File: config.mk
export PLATFORM = sky130hd
export DESIGN_NAME = cm_sysctl
export DESIGN_NICKNAME = d
export VERILOG_FILES = /design/src/rtl/cm_sysctl_pkg.sv /design/src/rtl/cm_key_gate.sv /design/src/rtl/cm_setclr_reg.sv /design/src/rtl/cm_ref_counter.sv /design/src/rtl/cm_irq_regs.sv /design/src/rtl/cm_sysctl.sv
export SDC_FILE = /design/constraint.sdc
export NUM_CORES = 1
export LEC_CHECK = 0
export BUFFER_PORTS_ARGS = -buffer_cell sky130_fd_sc_hd__clkbuf_2
export CAP_MARGIN = 20
export CORE_MARGIN = 2
export CORE_UTILIZATION = 61
export CTS_CLUSTER_SIZE = 12
export DETAILED_ROUTE_END_ITERATION = 6
export PLACE_DENSITY = 0.8
export SLEW_MARGIN = 20
export SYNTH_ARGS = -nofsm -noshare
export SYNTH_HDL_FRONTEND = slang
export SYNTH_SLANG_ARGS = --single-unit
File: constraint.sdc
create_clock -name clk -period 3.3 [get_ports clk]
set_input_delay 0.825 -clock clk [delete_from_list [all_inputs] [get_ports clk]]
set_output_delay 0.825 -clock clk [all_outputs]
set_load 0.03 [all_outputs]
File: src/rtl/cm_sysctl_pkg.sv
package cm_sysctl_pkg;

  localparam logic [7:0] OFS_ID       = 8'd0;
  localparam logic [7:0] OFS_PROC     = 8'd1;
  localparam logic [7:0] OFS_OSC      = 8'd2;
  localparam logic [7:0] OFS_CTRL     = 8'd3;
  localparam logic [7:0] OFS_STAT     = 8'd4;
  localparam logic [7:0] OFS_LOCK     = 8'd5;
  localparam logic [7:0] OFS_AUX      = 8'd7;
  localparam logic [7:0] OFS_SDRAM    = 8'd8;
  localparam logic [7:0] OFS_INIT     = 8'd9;
  localparam logic [7:0] OFS_REFCNT   = 8'd10;
  localparam logic [7:0] OFS_FLAG_SET = 8'd12;
  localparam logic [7:0] OFS_IRQ_STAT = 8'd16;
  localparam logic [7:0] OFS_IRQ_RAW  = 8'd17;
  localparam logic [7:0] OFS_IRQ_ENS  = 8'd18;
  localparam logic [7:0] OFS_IRQ_ENC  = 8'd19;
  localparam logic [7:0] OFS_SOFT_SET = 8'd20;
  localparam logic [7:0] OFS_SOFT_CLR = 8'd21;
  localparam logic [7:0] OFS_FIQ_STAT = 8'd24;
  localparam logic [7:0] OFS_FIQ_RAW  = 8'd25;
  localparam logic [7:0] OFS_FIQ_ENS  = 8'd26;
  localparam logic [7:0] OFS_FIQ_ENC  = 8'd27;
  localparam logic [7:0] OFS_VOLT_LO  = 8'd32;
  localparam logic [7:0] OFS_VOLT_HI  = 8'd35;

  localparam logic [31:0] ID_WORD    = 32'h411A3001;
  localparam logic [31:0] STAT_WORD  = 32'h00100000;
  localparam logic [31:0] OSC_RST    = 32'h01000048;
  localparam logic [31:0] AUX_RST    = 32'h0007FEFF;
  localparam logic [31:0] INIT_RST   = 32'h00000112;
  localparam logic [31:0] SDRAM_BASE = 32'h00011122;
  localparam logic [15:0] UNLOCK_KEY = 16'hA05F;

  // Control register bit positions (bit 3 is the reset request strobe)
  localparam int CTRL_LED   = 0;
  localparam int CTRL_REMAP = 2;
  localparam int CTRL_RESET = 3;

  // One set/clear command applied to a register in a given cycle
  typedef struct packed {
    logic        set;
    logic        clr;
    logic [31:0] data;
  } setclr_t;

  function automatic logic [31:0] sdram_size_code(int mb);
    if (mb >= 256)      return 32'h10;
    else if (mb >= 128) return 32'h0C;
    else if (mb >= 64)  return 32'h08;
    else if (mb >= 32)  return 32'h04;
    else                return 32'h00;
  endfunction

endpackage

File: src/rtl/cm_key_gate.sv
module cm_key_gate
  import cm_sysctl_pkg::*;
#(
  parameter int KEY_W = 16
) (
  input  logic             clk,
  input  logic             rst,
  input  logic             lock_we,
  input  logic             osc_we,
  input  logic             aux_we,
  input  logic [KEY_W-1:0] key_in,
  input  logic [31:0]      wdata,
  output logic [KEY_W-1:0] lock_q,
  output logic             unlocked,
  output logic [31:0]      osc_q,
  output logic [31:0]      aux_q
);

  assign unlocked = (lock_q == KEY_W'(UNLOCK_KEY));

  always_ff @(posedge clk) begin
    if (rst) begin
      lock_q <= '0;
      osc_q  <= OSC_RST;
      aux_q  <= AUX_RST;
    end else begin
      if (lock_we)             lock_q <= key_in;
      if (osc_we && unlocked)  osc_q  <= wdata;
      if (aux_we && unlocked)  aux_q  <= wdata;
    end
  end

endmodule

File: src/rtl/cm_setclr_reg.sv
module cm_setclr_reg
  import cm_sysctl_pkg::*;
#(
  parameter int W = 32
) (
  input  logic         clk,
  input  logic         rst,
  input  setclr_t      cmd,
  output logic [W-1:0] q
);

  logic [W-1:0] set_mask;
  logic [W-1:0] clr_mask;

  assign set_mask = cmd.set ? cmd.data[W-1:0] : '0;
  assign clr_mask = cmd.clr ? cmd.data[W-1:0] : '0;

  always_ff @(posedge clk) begin
    if (rst) q <= '0;
    else     q <= (q | set_mask) & ~clr_mask;
  end

endmodule

File: src/rtl/cm_ref_counter.sv
module cm_ref_counter #(
  parameter int CNT_W = 32
) (
  input  logic             clk,
  input  logic             rst,
  input  logic             tick,
  output logic [CNT_W-1:0] count
);

  always_ff @(posedge clk) begin
    if (rst)       count <= '0;
    else if (tick) count <= count + 1'b1;
  end

endmodule

File: src/rtl/cm_irq_regs.sv
module cm_irq_regs
  import cm_sysctl_pkg::*;
#(
  parameter int IRQ_W = 32
) (
  input  logic             clk,
  input  logic             rst,
  input  setclr_t          irq_cmd,
  input  setclr_t          fiq_cmd,
  input  logic             soft_set,
  input  logic             soft_clr,
  output logic [IRQ_W-1:0] raw_lvl,
  output logic [IRQ_W-1:0] irq_en,
  output logic [IRQ_W-1:0] fiq_en
);

  logic soft_q;

  cm_setclr_reg #(.W(IRQ_W)) u_irq_en (.clk(clk), .rst(rst), .cmd(irq_cmd), .q(irq_en));
  cm_setclr_reg #(.W(IRQ_W)) u_fiq_en (.clk(clk), .rst(rst), .cmd(fiq_cmd), .q(fiq_en));

  always_ff @(posedge clk) begin
    if (rst) soft_q <= 1'b0;
    else     soft_q <= (soft_q | soft_set) & ~soft_clr;
  end

  assign raw_lvl = IRQ_W'(soft_q);

endmodule

File: src/rtl/cm_sysctl.sv
module cm_sysctl
  import cm_sysctl_pkg::*;
#(
  parameter int ADDR_W = 6,
  parameter int MEM_MB = 128,
  parameter int CNT_W  = 32,
  parameter int FLAG_W = 32,
  parameter int IRQ_W  = 32
) (
  input  logic              clk,
  input  logic              rst,
  input  logic              bus_sel,
  input  logic              bus_wr,
  input  logic [ADDR_W-1:0] bus_addr,
  input  logic [31:0]       bus_wdata,
  output logic [31:0]       bus_rdata,
  output logic              bus_rvalid,
  output logic              bus_err,
  input  logic              ref_tick,
  output logic              remap_ram,
  output logic              led_on,
  output logic              sys_reset_req
);

  localparam logic [31:0] SDRAM_RST = SDRAM_BASE | sdram_size_code(MEM_MB);
  localparam int          KEY_W     = 16;
  localparam int          NBANK     = 2;

  logic [7:0] ofs;
  logic       wr_en;
  logic       rd_en;

  assign ofs   = 8'(bus_addr);
  assign wr_en = bus_sel & bus_wr;
  assign rd_en = bus_sel & ~bus_wr;

  // ---------------- lock-gated oscillator words ----------------
  logic [KEY_W-1:0] lock_q;
  logic             unlocked;
  logic [31:0]      osc_q;
  logic [31:0]      aux_q;

  cm_key_gate #(.KEY_W(KEY_W)) u_key (
    .clk     (clk),
    .rst     (rst),
    .lock_we (wr_en && ofs == OFS_LOCK),
    .osc_we  (wr_en && ofs == OFS_OSC),
    .aux_we  (wr_en && ofs == OFS_AUX),
    .key_in  (bus_wdata[KEY_W-1:0]),
    .wdata   (bus_wdata),
    .lock_q  (lock_q),
    .unlocked(unlocked),
    .osc_q   (osc_q),
    .aux_q   (aux_q)
  );

  // ---------------- flag banks: volatile (0) and non-volatile (1) ----------------
  setclr_t           flag_cmd [NBANK];
  logic [FLAG_W-1:0] flag_q   [NBANK];

  for (genvar g = 0; g < NBANK; g++) begin : g_flag
    localparam logic [7:0] SET_OFS = OFS_FLAG_SET + 8'(2 * g);
    localparam logic [7:0] CLR_OFS = SET_OFS + 8'd1;

    assign flag_cmd[g] = '{set:  wr_en && ofs == SET_OFS,
                           clr:  wr_en && ofs == CLR_OFS,
                           data: bus_wdata};

    cm_setclr_reg #(.W(FLAG_W)) u_bank (
      .clk(clk), .rst(rst), .cmd(flag_cmd[g]), .q(flag_q[g])
    );
  end

  // ---------------- interrupt enables and soft level ----------------
  setclr_t          irq_cmd;
  setclr_t          fiq_cmd;
  logic [IRQ_W-1:0] raw_lvl;
  logic [IRQ_W-1:0] irq_en;
  logic [IRQ_W-1:0] fiq_en;

  assign irq_cmd = '{set: wr_en && ofs == OFS_IRQ_ENS, clr: wr_en && ofs == OFS_IRQ_ENC,
                     data: bus_wdata};
  assign fiq_cmd = '{set: wr_en && ofs == OFS_FIQ_ENS, clr: wr_en && ofs == OFS_FIQ_ENC,
                     data: bus_wdata};

  cm_irq_regs #(.IRQ_W(IRQ_W)) u_irq (
    .clk     (clk),
    .rst     (rst),
    .irq_cmd (irq_cmd),
    .fiq_cmd (fiq_cmd),
    .soft_set(wr_en && ofs == OFS_SOFT_SET && bus_wdata[0]),
    .soft_clr(wr_en && ofs == OFS_SOFT_CLR && bus_wdata[0]),
    .raw_lvl (raw_lvl),
    .irq_en  (irq_en),
    .fiq_en  (fiq_en)
  );

  // ---------------- reference counter ----------------
  logic [CNT_W-1:0] ref_cnt;

  cm_ref_counter #(.CNT_W(CNT_W)) u_cnt (
    .clk(clk), .rst(rst), .tick(ref_tick), .count(ref_cnt)
  );

  // ---------------- plain words and control ----------------
  logic [31:0] sdram_q;
  logic [31:0] init_q;
  logic        ctrl_wr;

  assign ctrl_wr = wr_en && ofs == OFS_CTRL;

  always_ff @(posedge clk) begin
    if (rst) begin
      sdram_q       <= SDRAM_RST;
      init_q        <= INIT_RST;
      led_on        <= 1'b0;
      remap_ram     <= 1'b0;
      sys_reset_req <= 1'b0;
    end else begin
      if (wr_en && ofs == OFS_SDRAM) sdram_q <= bus_wdata;
      if (wr_en && ofs == OFS_INIT)  init_q  <= bus_wdata;
      if (ctrl_wr) begin
        led_on    <= bus_wdata[CTRL_LED];
        remap_ram <= bus_wdata[CTRL_REMAP];
      end
      sys_reset_req <= ctrl_wr & bus_wdata[CTRL_RESET];
    end
  end

  // ---------------- decode ----------------
  logic [31:0] rd_val;
  logic        rd_ok;
  logic        wr_ok;
  logic        volt_hit;

  assign volt_hit = (ofs >= OFS_VOLT_LO) && (ofs <= OFS_VOLT_HI);

  always_comb begin
    rd_val = '0;
    rd_ok  = 1'b1;
    unique case (ofs)
      OFS_ID:       rd_val = ID_WORD;
      OFS_PROC:     rd_val = '0;
      OFS_OSC:      rd_val = osc_q;
      OFS_CTRL:     begin
                      rd_val[CTRL_LED]   = led_on;
                      rd_val[CTRL_REMAP] = remap_ram;
                    end
      OFS_STAT:     rd_val = STAT_WORD;
      OFS_LOCK:     rd_val = {15'd0, unlocked, 16'(lock_q)};
      OFS_AUX:      rd_val = aux_q;
      OFS_SDRAM:    rd_val = sdram_q;
      OFS_INIT:     rd_val = init_q;
      OFS_REFCNT:   rd_val = 32'(ref_cnt);
      OFS_FLAG_SET: rd_val = 32'(flag_q[0]);
      8'd14:        rd_val = 32'(flag_q[1]);
      OFS_IRQ_STAT: rd_val = 32'(raw_lvl & irq_en);
      OFS_IRQ_RAW:  rd_val = 32'(raw_lvl);
      OFS_IRQ_ENS:  rd_val = 32'(irq_en);
      OFS_SOFT_SET: rd_val = {31'd0, raw_lvl[0]};
      OFS_FIQ_STAT: rd_val = 32'(raw_lvl & fiq_en);
      OFS_FIQ_RAW:  rd_val = 32'(raw_lvl);
      OFS_FIQ_ENS:  rd_val = 32'(fiq_en);
      default:      rd_ok  = volt_hit;
    endcase
  end

  always_comb begin
    unique case (ofs)
      OFS_OSC, OFS_CTRL, OFS_LOCK, OFS_AUX, OFS_SDRAM, OFS_INIT,
      8'd12, 8'd13, 8'd14, 8'd15,
      OFS_IRQ_ENS, OFS_IRQ_ENC, OFS_SOFT_SET, OFS_SOFT_CLR,
      OFS_FIQ_ENS, OFS_FIQ_ENC: wr_ok = 1'b1;
      default:                  wr_ok = volt_hit;
    endcase
  end

  // ---------------- registered response ----------------
  always_ff @(posedge clk) begin
    if (rst) begin
      bus_rdata  <= '0;
      bus_rvalid <= 1'b0;
      bus_err    <= 1'b0;
    end else begin
      bus_rvalid <= rd_en;
      if (rd_en) bus_rdata <= rd_ok ? rd_val : '0;
      bus_err    <= bus_sel & ~(bus_wr ? wr_ok : rd_ok);
    end
  end

endmodule

==> results.md, run 1 <==
* Vias/cell at 6.74
* Synthesized flop and latch total at 342
* Final clock skew at 11.1 ps
* Worst-path cell chain: clkbuf_2 > buf_4 > nand2b_1 > nor3_2 > buf_4 > a221o_1 > a2111oi_0 > a211oi_1
* Worst setup EP type: flop
* Drt first pass iters at 7
* FILL cells at 1,914
* RSZ-0062 raised after global routing: no
* Setup TNS at 0 ps
* Crit path kind: primary input to flop
* Netlist cell types at 72
* Antenna-violating nets left at 0
* Syn Area/Cell at 8.57 um2
* IO buf count at 79
* Initial antenna violation count at 0
* Mapped Area at 0.0151 mm2
* Worst rel slew slack at 0.430
* Simple-gate area share of the yosys netlist at 0.179
* Reg clk slew, reported paths at 60 ps
* Largest net degree at the start of global routing at 180
* I/O pins at 80
* Multi-input gate area at 0.00750 mm2
* Register area share after synthesis at 0.455
* Core ar. at 0.0242 mm2
* Compound-Gate Fraction of Synth Area at 0.248
* Crit start category: primary input
* DIE WIDTH at 161 um
* N_diodes at 0
* Delay of the slowest cell on the worst path at 610 ps
* Largest area contributor in the netlist: dfxtp_1
* Worst-margin pin slew at 854 ps
* Worst vdd ir at 0.426 mV
* Final Total Pwr at 8.55 mW
* Drt initial violations at 2,170
* Net Count, Synth at 1,800
* Clock buffer depth at 3
* Congestion Overflow GR at 0
* Max frequency at 375 MHz
* Largest family of logic cells by synthesized area: compound AO/OA/AOI/OAI gates
* Ys async rst share at 0
* Nets at 1,840
* PwrDens at 499 mW/mm2
* Yosys top cell area share at 0.455
* Top cells by count, synth: dfxtp_1 (342), nand2_1 (277), a21oi_1 (232)
* EDFF count, synth at 0
* DRT Wirelength at 51.9 mm
* Hold_buf cts at 0
* Worst path required time at 3670 ps
* Maxcap violations at 0
* Post-synthesis instance total at 1,756
* Routed length per instance at 24.3 um
* Tot GR Track Use at 0.392
* Synth Area in Adders at 0.000831
* Ys flop type: dfxtp_1
* Worst skew pair latency at 520 ps
* Layout overhead on the synthesized area at 13.9%
* Initial Util at 0.621
* Status: finished, violations left
* Post-route DRC at 4
* Layout cells sized above 1 at 0.149
* Min Tclk post-route at 2660 ps
* HP Class: flop to flop
* # H-tree levels at 2
* Sequential cell area at 0.00685 mm2
* Max-slew violations at 0
* CTS buffer count at 36
* Top cells by area in the synthesized netlist: dfxtp_1 (45%), a21oi_1 (7.7%), a211oi_1 (7.0%)
* Crit Path Max Fanout at 12
* Die area at 0.0260 mm2
* Failing checks: design-rule violations
* Setup Buffers After CTS at 0
* Most frequent cell after synthesis: dfxtp_1
* Post-CTS Resized at 0
* DPL Wire Length at 33.5 mm
* First-pass GRT wire length at 79.5 mm
* Worst path most repeated cell: buf_4
* Row count at 57
* Synth warn at 0
* Vias in the first global route at 13,873
* Final GP Congestion at 1.01
* CTS tree: yes
* Lkg Pwr at 6.21 nW
* Multiplexer share of the synthesized area at 0.0500
* Clock sinks at 342
* Hold Vio Cnt, Final at 0
* Arr. time, crit path at 3040 ps
* Root buf cell: clkbuf_16
* Post-synthesis xor/xnor area fraction at 0.0169
* # setup viols final at 0
* Period utilization at 0.807
* Die height at 161 um
* Slowest cell on crit path: a2111oi_0
* Routed vias at 14,413
[state kept, by name, summed over array words and instances (netlist names), 16 cells and up]
register / cells
g_flag.u_bank.q: 64
init_q: 32
sdram_q: 32
u_irq.u_irq_en.q: 32
u_cnt.count: 32
u_key.osc_q: 32
u_irq.u_fiq_en.q: 32
u_key.lock_q: 16
bus_rdata: 32
u_key.aux_q: 32
[layer usage]
metal,routed length (um),share of wire,track usage,vias up
met2,23100,0.44,0.614,914
met1,19800,0.38,0.509,6806
met3,5770,0.11,0.0758,235
li1,-,-,-,6458
met5,0,0,0,-
met4,3240,0.062,0.224,0
[cells in the final DEF (no fill, tap or decap), types with 7 or more instances in the layout]
master / synthesis / final
mux2_2: 10 / 10
nor2_1: 96 / 92
o2bb2ai_1: 9 / 9
o21ai_0: 11 / 11
nor4_1: 9 / 9
a211oi_1: 141 / 141
a221o_1: 7 / 7
buf_4: 3 / 93
nand2_1: 277 / 277
nand4_1: 18 / 18
nand3_1: 21 / 20
a2111oi_0: 13 / 13
mux2i_1: 64 / 64
dfxtp_1: 342 / 342
a221oi_1: 19 / 19
clkbuf_1: 124 / 7
a21oi_1: 232 / 232
inv_1: 8 / 8
clkbuf_2: 0 / 78
nand2b_1: 7 / 7
buf_12: 0 / 7
a22o_1: 13 / 13
and3_1: 46 / 46
clkbuf_16: 0 / 37
a22oi_1: 48 / 48
o22ai_1: 7 / 7
xor2_1: 25 / 25
nor3_1: 20 / 15
nand3b_1: 30 / 30
a41o_1: 10 / 10
[kinds of logic after synthesis]
group,count (synthesis)
AO/OA/AOI/OAI,557
XOR/XNOR,29
adder cells (fa/ha/maj),1
buffers and inverters,185
flip-flops,342
multiplexers,74
AND/OR/NAND/NOR,568
[final timing paths]
| kind | startpoint | end | slack, ps | depth (start not counted) |
|---|---|---|---|---|
| max | bus_addr[5] | bus_rdata[16] | 640 | 8 |
| min | sdram_q[7] | sdram_q[7] | 450 | 2 |
| max reg2reg | u_key.lock_q[8] | u_key.aux_q[22] | 1000 | 6 |
| min reg2reg | sdram_q[7] | sdram_q[7] | 450 | 2 |
[power by group]
group          leakage [nW]  internal (mW)  total (mW)  switching, mW
clock network         0.549           2.33        3.94           1.62
logic                  2.91          0.124       0.462          0.337
registers              2.76           4.14        4.15        0.00909
total                  6.21           6.59        8.55           1.96
[worst max-delay path: cells and delay by family]
kind / cells / cell delay, ps
AOI/OAI and AO/OA: 3 / 1060
buffers and inverters: 3 / 650
and+or+nand+nor: 2 / 490
[stage by stage]
stage | utilization | instances | instance area, um2 | setup slack, ps | hold WS [ps]
global route | 0.707 | 2137 | 17100 | 626 | 466
global placement | 0.661 | 2082 | 16000 | 221 | 438
detailed placement | 0.661 | 2082 | 16000 | 222 | 442
finish | 0.707 | 2137 | 17100 | 637 | 452
floorplan | - | 1756 | 15100 | 740 | 427
CTS | 0.707 | 2137 | 17100 | 722 | 450
[final cells by class]
| class | count | share of cell area |
|---|---|---|
| clock buffer | 50 | 0.0604 |
| clock inverter | 5 | 0.00482 |
| inverter | 8 | 0.00175 |
| multi-input combinational | 1229 | 0.437 |
| sequential | 342 | 0.399 |
| tap | 324 | 0.0236 |
| timing repair buffer | 179 | 0.0725 |
No activity file was read; power rests on OpenSTA's default activity.
==> inputs of run 2 (changes only) <==
--- a/config.mk
+++ b/config.mk
@@ -8,10 +8,10 @@
 export BUFFER_PORTS_ARGS = -buffer_cell sky130_fd_sc_hd__clkbuf_2
 export CAP_MARGIN = 20
 export CORE_MARGIN = 2
-export CORE_UTILIZATION = 61
+export CORE_UTILIZATION = 55
 export CTS_CLUSTER_SIZE = 12
 export DETAILED_ROUTE_END_ITERATION = 6
-export PLACE_DENSITY = 0.8
+export PLACE_DENSITY = 0.76
 export SLEW_MARGIN = 20
 export SYNTH_ARGS = -nofsm -noshare
 export SYNTH_HDL_FRONTEND = slang
==> constraint.sdc (replaced) <==
create_clock -name clk -period 2.2 [get_ports clk]
set_input_delay 0.55 -clock clk [delete_from_list [all_inputs] [get_ports clk]]
set_output_delay 0.55 -clock clk [all_outputs]
set_load 0.03 [all_outputs]
==> run 2 against run 1 <==
Net effect:
- the flow now finishes without violations
- clock skew is 14 ps higher
- wire length is 4.3% higher
- sequential power is 50% higher
- sequential share of layout area is 2.1 points lower
- clock power is 58% higher
- count of clock-buffer cells in the layout is 1 lower
- design area is 5.7% higher
- critical path depth is 1 lower
- critical path type is now flop to flop
- critical endpoint is now u_key.aux_q[28]
- largest cell class unchanged
- largest power group is now clock
- highest routed layer unchanged
==> results.md, run 2 (synthesis results as in run 1) <==
* Max frequency at 471 MHz
* Worst vdd ir at 0.643 mV (was 0.426 mV)
* M1 WL at 21.7 mm (was 19.8 mm)
* Most frequent cells in the layout: dfxtp_1 (342), nand2_1 (277), a21oi_1 (232) (unchanged)
* Initial antenna violation count at 1 (was 0)
* Layout Cells excl Fill at 2,235 (was 2,137)
* Min Tclk post-route at 2120 ps
* Clock power frac at 0.471 (was 0.461)
* Drt first pass iters at 5 (was 7)
* RSZ-0062 raised after global routing: no (unchanged)
* Flop pwr share at 0.470 (was 0.485)
* Largest net degree at the start of global routing at 101 (was 180)
* Routed vias at 14,793 (was 14,413)
* Worst-margin pin slew at 782 ps (was 854 ps)
* Pint at 10.2 mW (was 6.59 mW)
* # H-tree levels at 2 (unchanged)
* Worst path required time at 2670 ps (was 3670 ps)
* Worst setup EP type: flop (unchanged)
* IO buf count at 79 (unchanged)
* Layout cells sized above 1 at 0.188 (was 0.149)
* Initial Util at 0.559 (was 0.621)
* Worst rel slew slack at 0.474 (was 0.430)
* Arr. time, crit path at 2590 ps (was 3040 ps)
* DIE WIDTH at 169 um (was 161 um)
* Tot GR Track Use at 0.372 (was 0.392)
* Final GP Congestion at 0.973 (was 1.01)
* Status: completed (was finished, violations left)
* Crit start category: flop (was primary input)
* Congestion Overflow GR at 0 (unchanged)
* Period utilization at 0.965
* R2R depth at 7 (was 6)
* Worst Hold End: init_q[0] (was sdram_q[7])
* Nets at 1,917 (was 1,840)
* Routed length per instance at 24.2 um (was 24.3 um)
* Clock buffer depth at 3 (unchanged)
* Comb pwr share at 0.059 (was 0.054)
* Max-slew violations at 0 (unchanged)
* Clock sinks at 342 (unchanged)
* Layout Utilization at 0.672 (was 0.707)
* Hold wc startpoint: rst (was sdram_q[7])
* Die height at 169 um (was 161 um)
* PwrDens at 731 mW/mm2 (was 499 mW/mm2)
* Reg clk slew, reported paths at 60 ps (about the same)
* CTS buffer count at 38 (was 36)
* Row count at 60 (was 57)
* Largest register FFs at 64 (unchanged)
* DRT Wirelength at 54.2 mm (was 51.9 mm)
* First-pass GRT wire length at 82.3 mm (was 79.5 mm)
* Vias/cell at 6.62 (was 6.74)
* Core ar. at 0.0270 mm2 (was 0.0242 mm2)
* DPL Wire Length at 36.3 mm (was 33.5 mm)
* Max Used Layer: met4 (unchanged)
* Setup Buffers After CTS at 0 (unchanged)
* Die area at 0.0287 mm2 (was 0.0260 mm2)
* I/O pins at 80 (unchanged)
* Layout overhead on the synthesized area at 20.3% (was 13.9%)
* Hold path depth at 2 (unchanged)
* Antenna-violating nets left at 0 (unchanged)
* Hold_buf cts at 0 (unchanged)
* Sw Pwr at 3.09 mW (was 1.96 mW)
* Maxcap violations at 0 (unchanged)
* CTS tree: yes (unchanged)
* Worst r2r src: u_key.lock_q[7] (was u_key.lock_q[8])
* Crit path kind: flop to flop (was primary input to flop)
* Final clock skew at 25.5 ps (was 11.1 ps)
* Vias in the first global route at 13,846 (was 13,873)
* Met3 wire length at 5.81 mm (was 5.77 mm)
* Root buf cell: clkbuf_16 (unchanged)
* Drt initial violations at 2,023 (was 2,170)
* Biggest register: g_flag.u_bank.q (unchanged)
* Switching portion of total power at 0.233 (was 0.229)
* Lkg Pwr at 6.70 nW (was 6.21 nW)
* Post-route DRC at 0 (was 4)
* Worst skew pair latency at 540 ps (was 520 ps)
* # setup viols final at 0 (unchanged)
* N_diodes at 0 (unchanged)
* Reg2reg setup slack at 80 ps (was 1000 ps)
* R2R Path End: u_key.aux_q[28] (was u_key.aux_q[22])
* Hold Vio Cnt, Final at 0 (unchanged)
* Most common cell after layout, fill and taps aside: dfxtp_1 (unchanged)
* Dpl cells at 2,174 (was 2,082)
* Crit Path Max Fanout at 10 (was 12)
* Met2 wire length at 24.1 mm (was 23.1 mm)
* HP Class: primary input to flop (was flop to flop)
-- run 2: power by group through the flow --
stage,clock (mW),sequential (mW),combinational (mW)
after global routing,6.49,6.22,0.815
after floorplan,0,6.36,0.395
after global placement,0,6.36,0.747
final,6.24,6.22,0.784
after detailed placement,0,6.36,0.754
after CTS,6.24,6.22,0.756
-- run 2: worst max path at each step --
stage | start | to | cells past startpoint
after floorplan | bus_addr[2] | bus_rdata[17] | 8
after global placement | bus_addr[3] | bus_rdata[23] | 7
after detailed placement | bus_addr[3] | u_key.aux_q[17] | 9
after CTS | u_key.lock_q[7] | u_key.aux_q[24] | 7
after global routing | u_key.lock_q[7] | u_key.aux_q[30] | 7
final | u_key.lock_q[7] | u_key.aux_q[28] | 7
-- run 2: area by class of cell --
class,count,area (um2)
repair buffers,254,2090
clock buffers,49,1040
multi-input cells,1229,7520
well taps,341,427
fillers,2188,8840
clock inverters,12,163
inverters,8,30.0
flip-flops and latches,342,6850
-- run 2: routing by layer --
metal / vias up / track usage
met5: - / 0
met4: 0 / 0.179
met3: 168 / 0.0583
met2: 916 / 0.580
met1: 7075 / 0.507
li1: 6634 / -
-- run 2: timing repair --
action,in CTS,in global routing
resized for setup,2,3
pin swaps,0,0
setup endpoints to repair,22,17
-- run 2: per-stage QoR --
step / worst slack (ps) / TNS [ps] / hold slack, ps / power (mW) / instance area, um2
finish: 77.4 / 0 / 276 / 13.2 / 18100
global route: 29.8 / 0 / 279 / 13.5 / 18100
CTS: 8.11 / 0 / 277 / 13.2 / 18100
detailed placement: -410 / -54450 / 443 / 7.11 / 16900
global placement: -363 / -42200 / 437 / 7.10 / 16900
floorplan: -16.9 / -42.9 / 427 / 6.75 / 15100
-- run 2: worst max-delay path, cell delays in order, from the launching register on --
cell and delay [ps]:
dfxtp_1 340, or4b_2 710, nor3_2 130, buf_4 170, and3_4 280, buf_4 240
nand2_1 70, a21oi_1 130
==> inputs of run 3 (changes only) <==
--- a/config.mk
+++ b/config.mk
@@ -5,13 +5,15 @@
 export SDC_FILE = /design/constraint.sdc
 export NUM_CORES = 1
 export LEC_CHECK = 0
-export BUFFER_PORTS_ARGS = -buffer_cell sky130_fd_sc_hd__clkbuf_2
 export CAP_MARGIN = 20
+export CELL_PAD_IN_SITES_DETAIL_PLACEMENT = 0
+export CELL_PAD_IN_SITES_GLOBAL_PLACEMENT = 2
 export CORE_MARGIN = 2
-export CORE_UTILIZATION = 55
+export CORE_UTILIZATION = 35
 export CTS_CLUSTER_SIZE = 12
 export DETAILED_ROUTE_END_ITERATION = 6
-export PLACE_DENSITY = 0.76
+export DONT_BUFFER_PORTS = 1
+export PLACE_DENSITY_LB_ADDON = 0.1
 export SLEW_MARGIN = 20
 export SYNTH_ARGS = -nofsm -noshare
 export SYNTH_HDL_FRONTEND = slang
==> run 3 against run 2 <==
Net effect:
- hold slack lost 210 ps
- fmax is 0.62% higher
- largest power group unchanged
- critical path depth fell by 1
- sequential power about the same
- core utilization is 25 points lower
- design area down 1.3%
- sequential share of layout area rose by 0.50 points
- power rose by 0.77%
- non-clock buffer count fell by 113
- combinational power fell by 48%
==> results.md, run 3 (synthesis results as in run 1) <==
* Worst r2r src: u_key.lock_q[7] (unchanged)
* Critical path endpoint: u_key.osc_q[3] (was u_key.aux_q[28])
* Largest net degree at the start of global routing at 341 (was 101)
* Vias in the first global route at 12,970 (was 13,846)
* Worst skew pair latency at 570 ps (was 540 ps)
* Worst setup EP type: flop (unchanged)
* CTS buffer count at 41 (was 38)
* PwrDens at 747 mW/mm2 (was 731 mW/mm2)
* Worst-margin pin slew at 955 ps (was 782 ps)
* Drt initial violations at 1,288 (was 2,023)
* DPL Wire Length at 40.5 mm (was 36.3 mm)
* Row count at 75 (was 60)
* RSZ-0062 raised after global routing: no (unchanged)
* Die area at 0.0447 mm2 (was 0.0287 mm2)
* Crit start category: flop (unchanged)
* Switching portion of total power at 0.225 (was 0.233)
* Die height at 211 um (was 169 um)
* Most frequent cells in the layout: dfxtp_1 (342), nand2_1 (277), a21oi_1 (232) (unchanged)
* Flop pwr share at 0.467 (was 0.470)
* Tot GR Track Use at 0.275 (was 0.372)
* Clock buffer depth at 3 (unchanged)
* Layout overhead on the synthesized area at 18.7% (was 20.3%)
* Max-slew violations at 0 (unchanged)
* Antenna-violating nets left at 0 (unchanged)
* Setup Buffers After CTS at 0 (unchanged)
* Slack of the critical path at 90.5 ps (was 77.4 ps)
* CTS tree: yes (unchanged)
* Layout Utilization at 0.423 (was 0.672)
* # H-tree levels at 2 (unchanged)
* DP Worst Slack at -238 ps (was -410 ps)
* First-pass GRT wire length at 90.4 mm (was 82.3 mm)
* Reg2reg setup slack at 90 ps (was 80 ps)
* DRT Wirelength at 61.7 mm (was 54.2 mm)
* Arr. time, crit path at 2550 ps (was 2590 ps)
* Root buf cell: clkbuf_16 (unchanged)
* IO buf count at 0 (was 79)
* Initial Util at 0.357 (was 0.559)
* R2R depth at 6 (was 7)
* Most common cell after layout, fill and taps aside: dfxtp_1 (unchanged)
* HP Class: primary input to flop (unchanged)
* Multi-input gate area at 0.00754 mm2 (was 0.00752 mm2)
* FILL cells at 4,255 (was 2,188)
* Post-route DRC at 0 (unchanged)
* Biggest register: g_flag.u_bank.q (unchanged)
* Lkg Pwr at 6.25 nW (was 6.70 nW)
* Status: completed (unchanged)
* Worst path required time at 2640 ps (was 2670 ps)
* Period utilization at 0.959 (was 0.965)
* I/O pins at 80 (unchanged)
* Final clock skew at 16.3 ps (was 25.5 ps)
* Min Tclk post-route at 2110 ps (was 2120 ps)
* DIE WIDTH at 211 um (was 169 um)
* Largest register FFs at 64 (unchanged)
* Layout cells sized above 1 at 0.142 (was 0.188)
* Nets at 1,807 (was 1,917)
* Hold_buf cts at 0 (unchanged)
* Comb pwr share at 0.031 (was 0.059)
* Final Total Pwr at 13.3 mW (was 13.2 mW)
* Congestion Overflow GR at 0 (unchanged)
* Pint at 10.3 mW (was 10.2 mW)
* Worst rel slew slack at 0.347 (was 0.474)
* Crit Path Max Fanout at 15 (was 10)
* Crit. Startpoint: u_key.lock_q[7] (unchanged)
* Clock sinks at 342 (unchanged)
* Maxcap violations at 0 (unchanged)
* Reg clk slew, reported paths at 70 ps (was 60 ps)
* Vias/cell at 5.83 (was 6.62)
* Core ar. at 0.0422 mm2 (was 0.0270 mm2)
* # setup viols final at 0 (unchanged)
* Drt first pass iters at 6 (was 5)
* Max frequency at 474 MHz (was 471 MHz)
* Clock power frac at 0.502 (was 0.471)
* Routed length per instance at 26.5 um (was 24.2 um)
* R2R Path End: u_key.osc_q[3] (was u_key.aux_q[28])
* Sequential cell area at 0.00685 mm2 (unchanged)
* Post-CTS Resized at 0 (was 2)
* N_diodes at 0 (unchanged)
* Routed vias at 13,574 (was 14,793)
* Initial antenna violation count at 3 (was 1)
* Sw Pwr at 3.00 mW (was 3.09 mW)
* Crit path kind: flop to flop (unchanged)
* Hold Vio Cnt, Final at 0 (unchanged)
* Worst vdd ir at 0.467 mV (was 0.643 mV)
* Final GP Congestion at 0.828 (was 0.973)
## run 3: cell count changes in the layout (fill, tap and decap cells not counted), moves of 2 or more
cell / change
clkbuf_16: +5
buf_12: +5
and3_2: +5
and3_1: -4
clkbuf_2: -78
bufinv_16: -2
buf_4: -38
clkbuf_1: +5
clkbuf_8: +3
## run 3: metrics by stage
stage,cell area [um2],TNS [ps],hold slack [ps],cells
final,17900,0,68.7,2329
after global routing,17900,0,45.7,2329
after CTS,17900,0,43.1,2329
after detailed placement,16600,-1510,444,2259
after global placement,16600,-1070,434,2259
after floorplan,15100,-42.9,427,1756
## run 3: worst min-delay path by stage
stage                         start                     end  slack (ps)  cells past startpoint
finish                bus_wdata[13]  g_flag[0].u_bank.q[13]          70                      1
global route          bus_wdata[29]    u_irq.u_irq_en.q[29]          50                      1
CTS                   bus_wdata[26]  g_flag[0].u_bank.q[26]          40                      1
detailed placement      sdram_q[25]             sdram_q[25]         440                      2
global placement    u_key.osc_q[24]         u_key.osc_q[24]         430                      1
floorplan           u_key.osc_q[24]         u_key.osc_q[24]         430                      1
## run 3: area by class of cell
cell class                 instances  area share
tap                              539      0.0377
clock buffer                      62      0.0687
timing repair buffer             141      0.0830
multi-input combinational       1229       0.422
clock inverter                     8     0.00406
inverter                           8     0.00168
sequential                       342       0.383
## run 3: power by group through the flow
| stage | Sequential (mW) | Combinational (mW) | Clock [mW] |
|---|---|---|---|
| floorplan | 6.36 | 0.395 | 0 |
| global placement | 6.36 | 0.404 | 0 |
| detailed placement | 6.37 | 0.406 | 0 |
| CTS | 6.23 | 0.407 | 6.80 |
| global route | 6.23 | 0.428 | 7.07 |
| finish | 6.23 | 0.411 | 6.70 |
## run 3: per-layer routing
metal / wire length [um] / GRT usage / share of wire
met4: 1470 / 0.0760 / 0.024
met5: 0 / 0 / 0
met3: 3160 / 0.0451 / 0.051
met1: 28600 / 0.379 / 0.46
met2: 28400 / 0.443 / 0.46
## run 3: critical path: stages (launching register included)
cell and delay (ps):
dfxtp_1 320, or4b_2 680, nor3_2 120, buf_4 190, nand3_2 80, buf_4 250, a211o_1 320
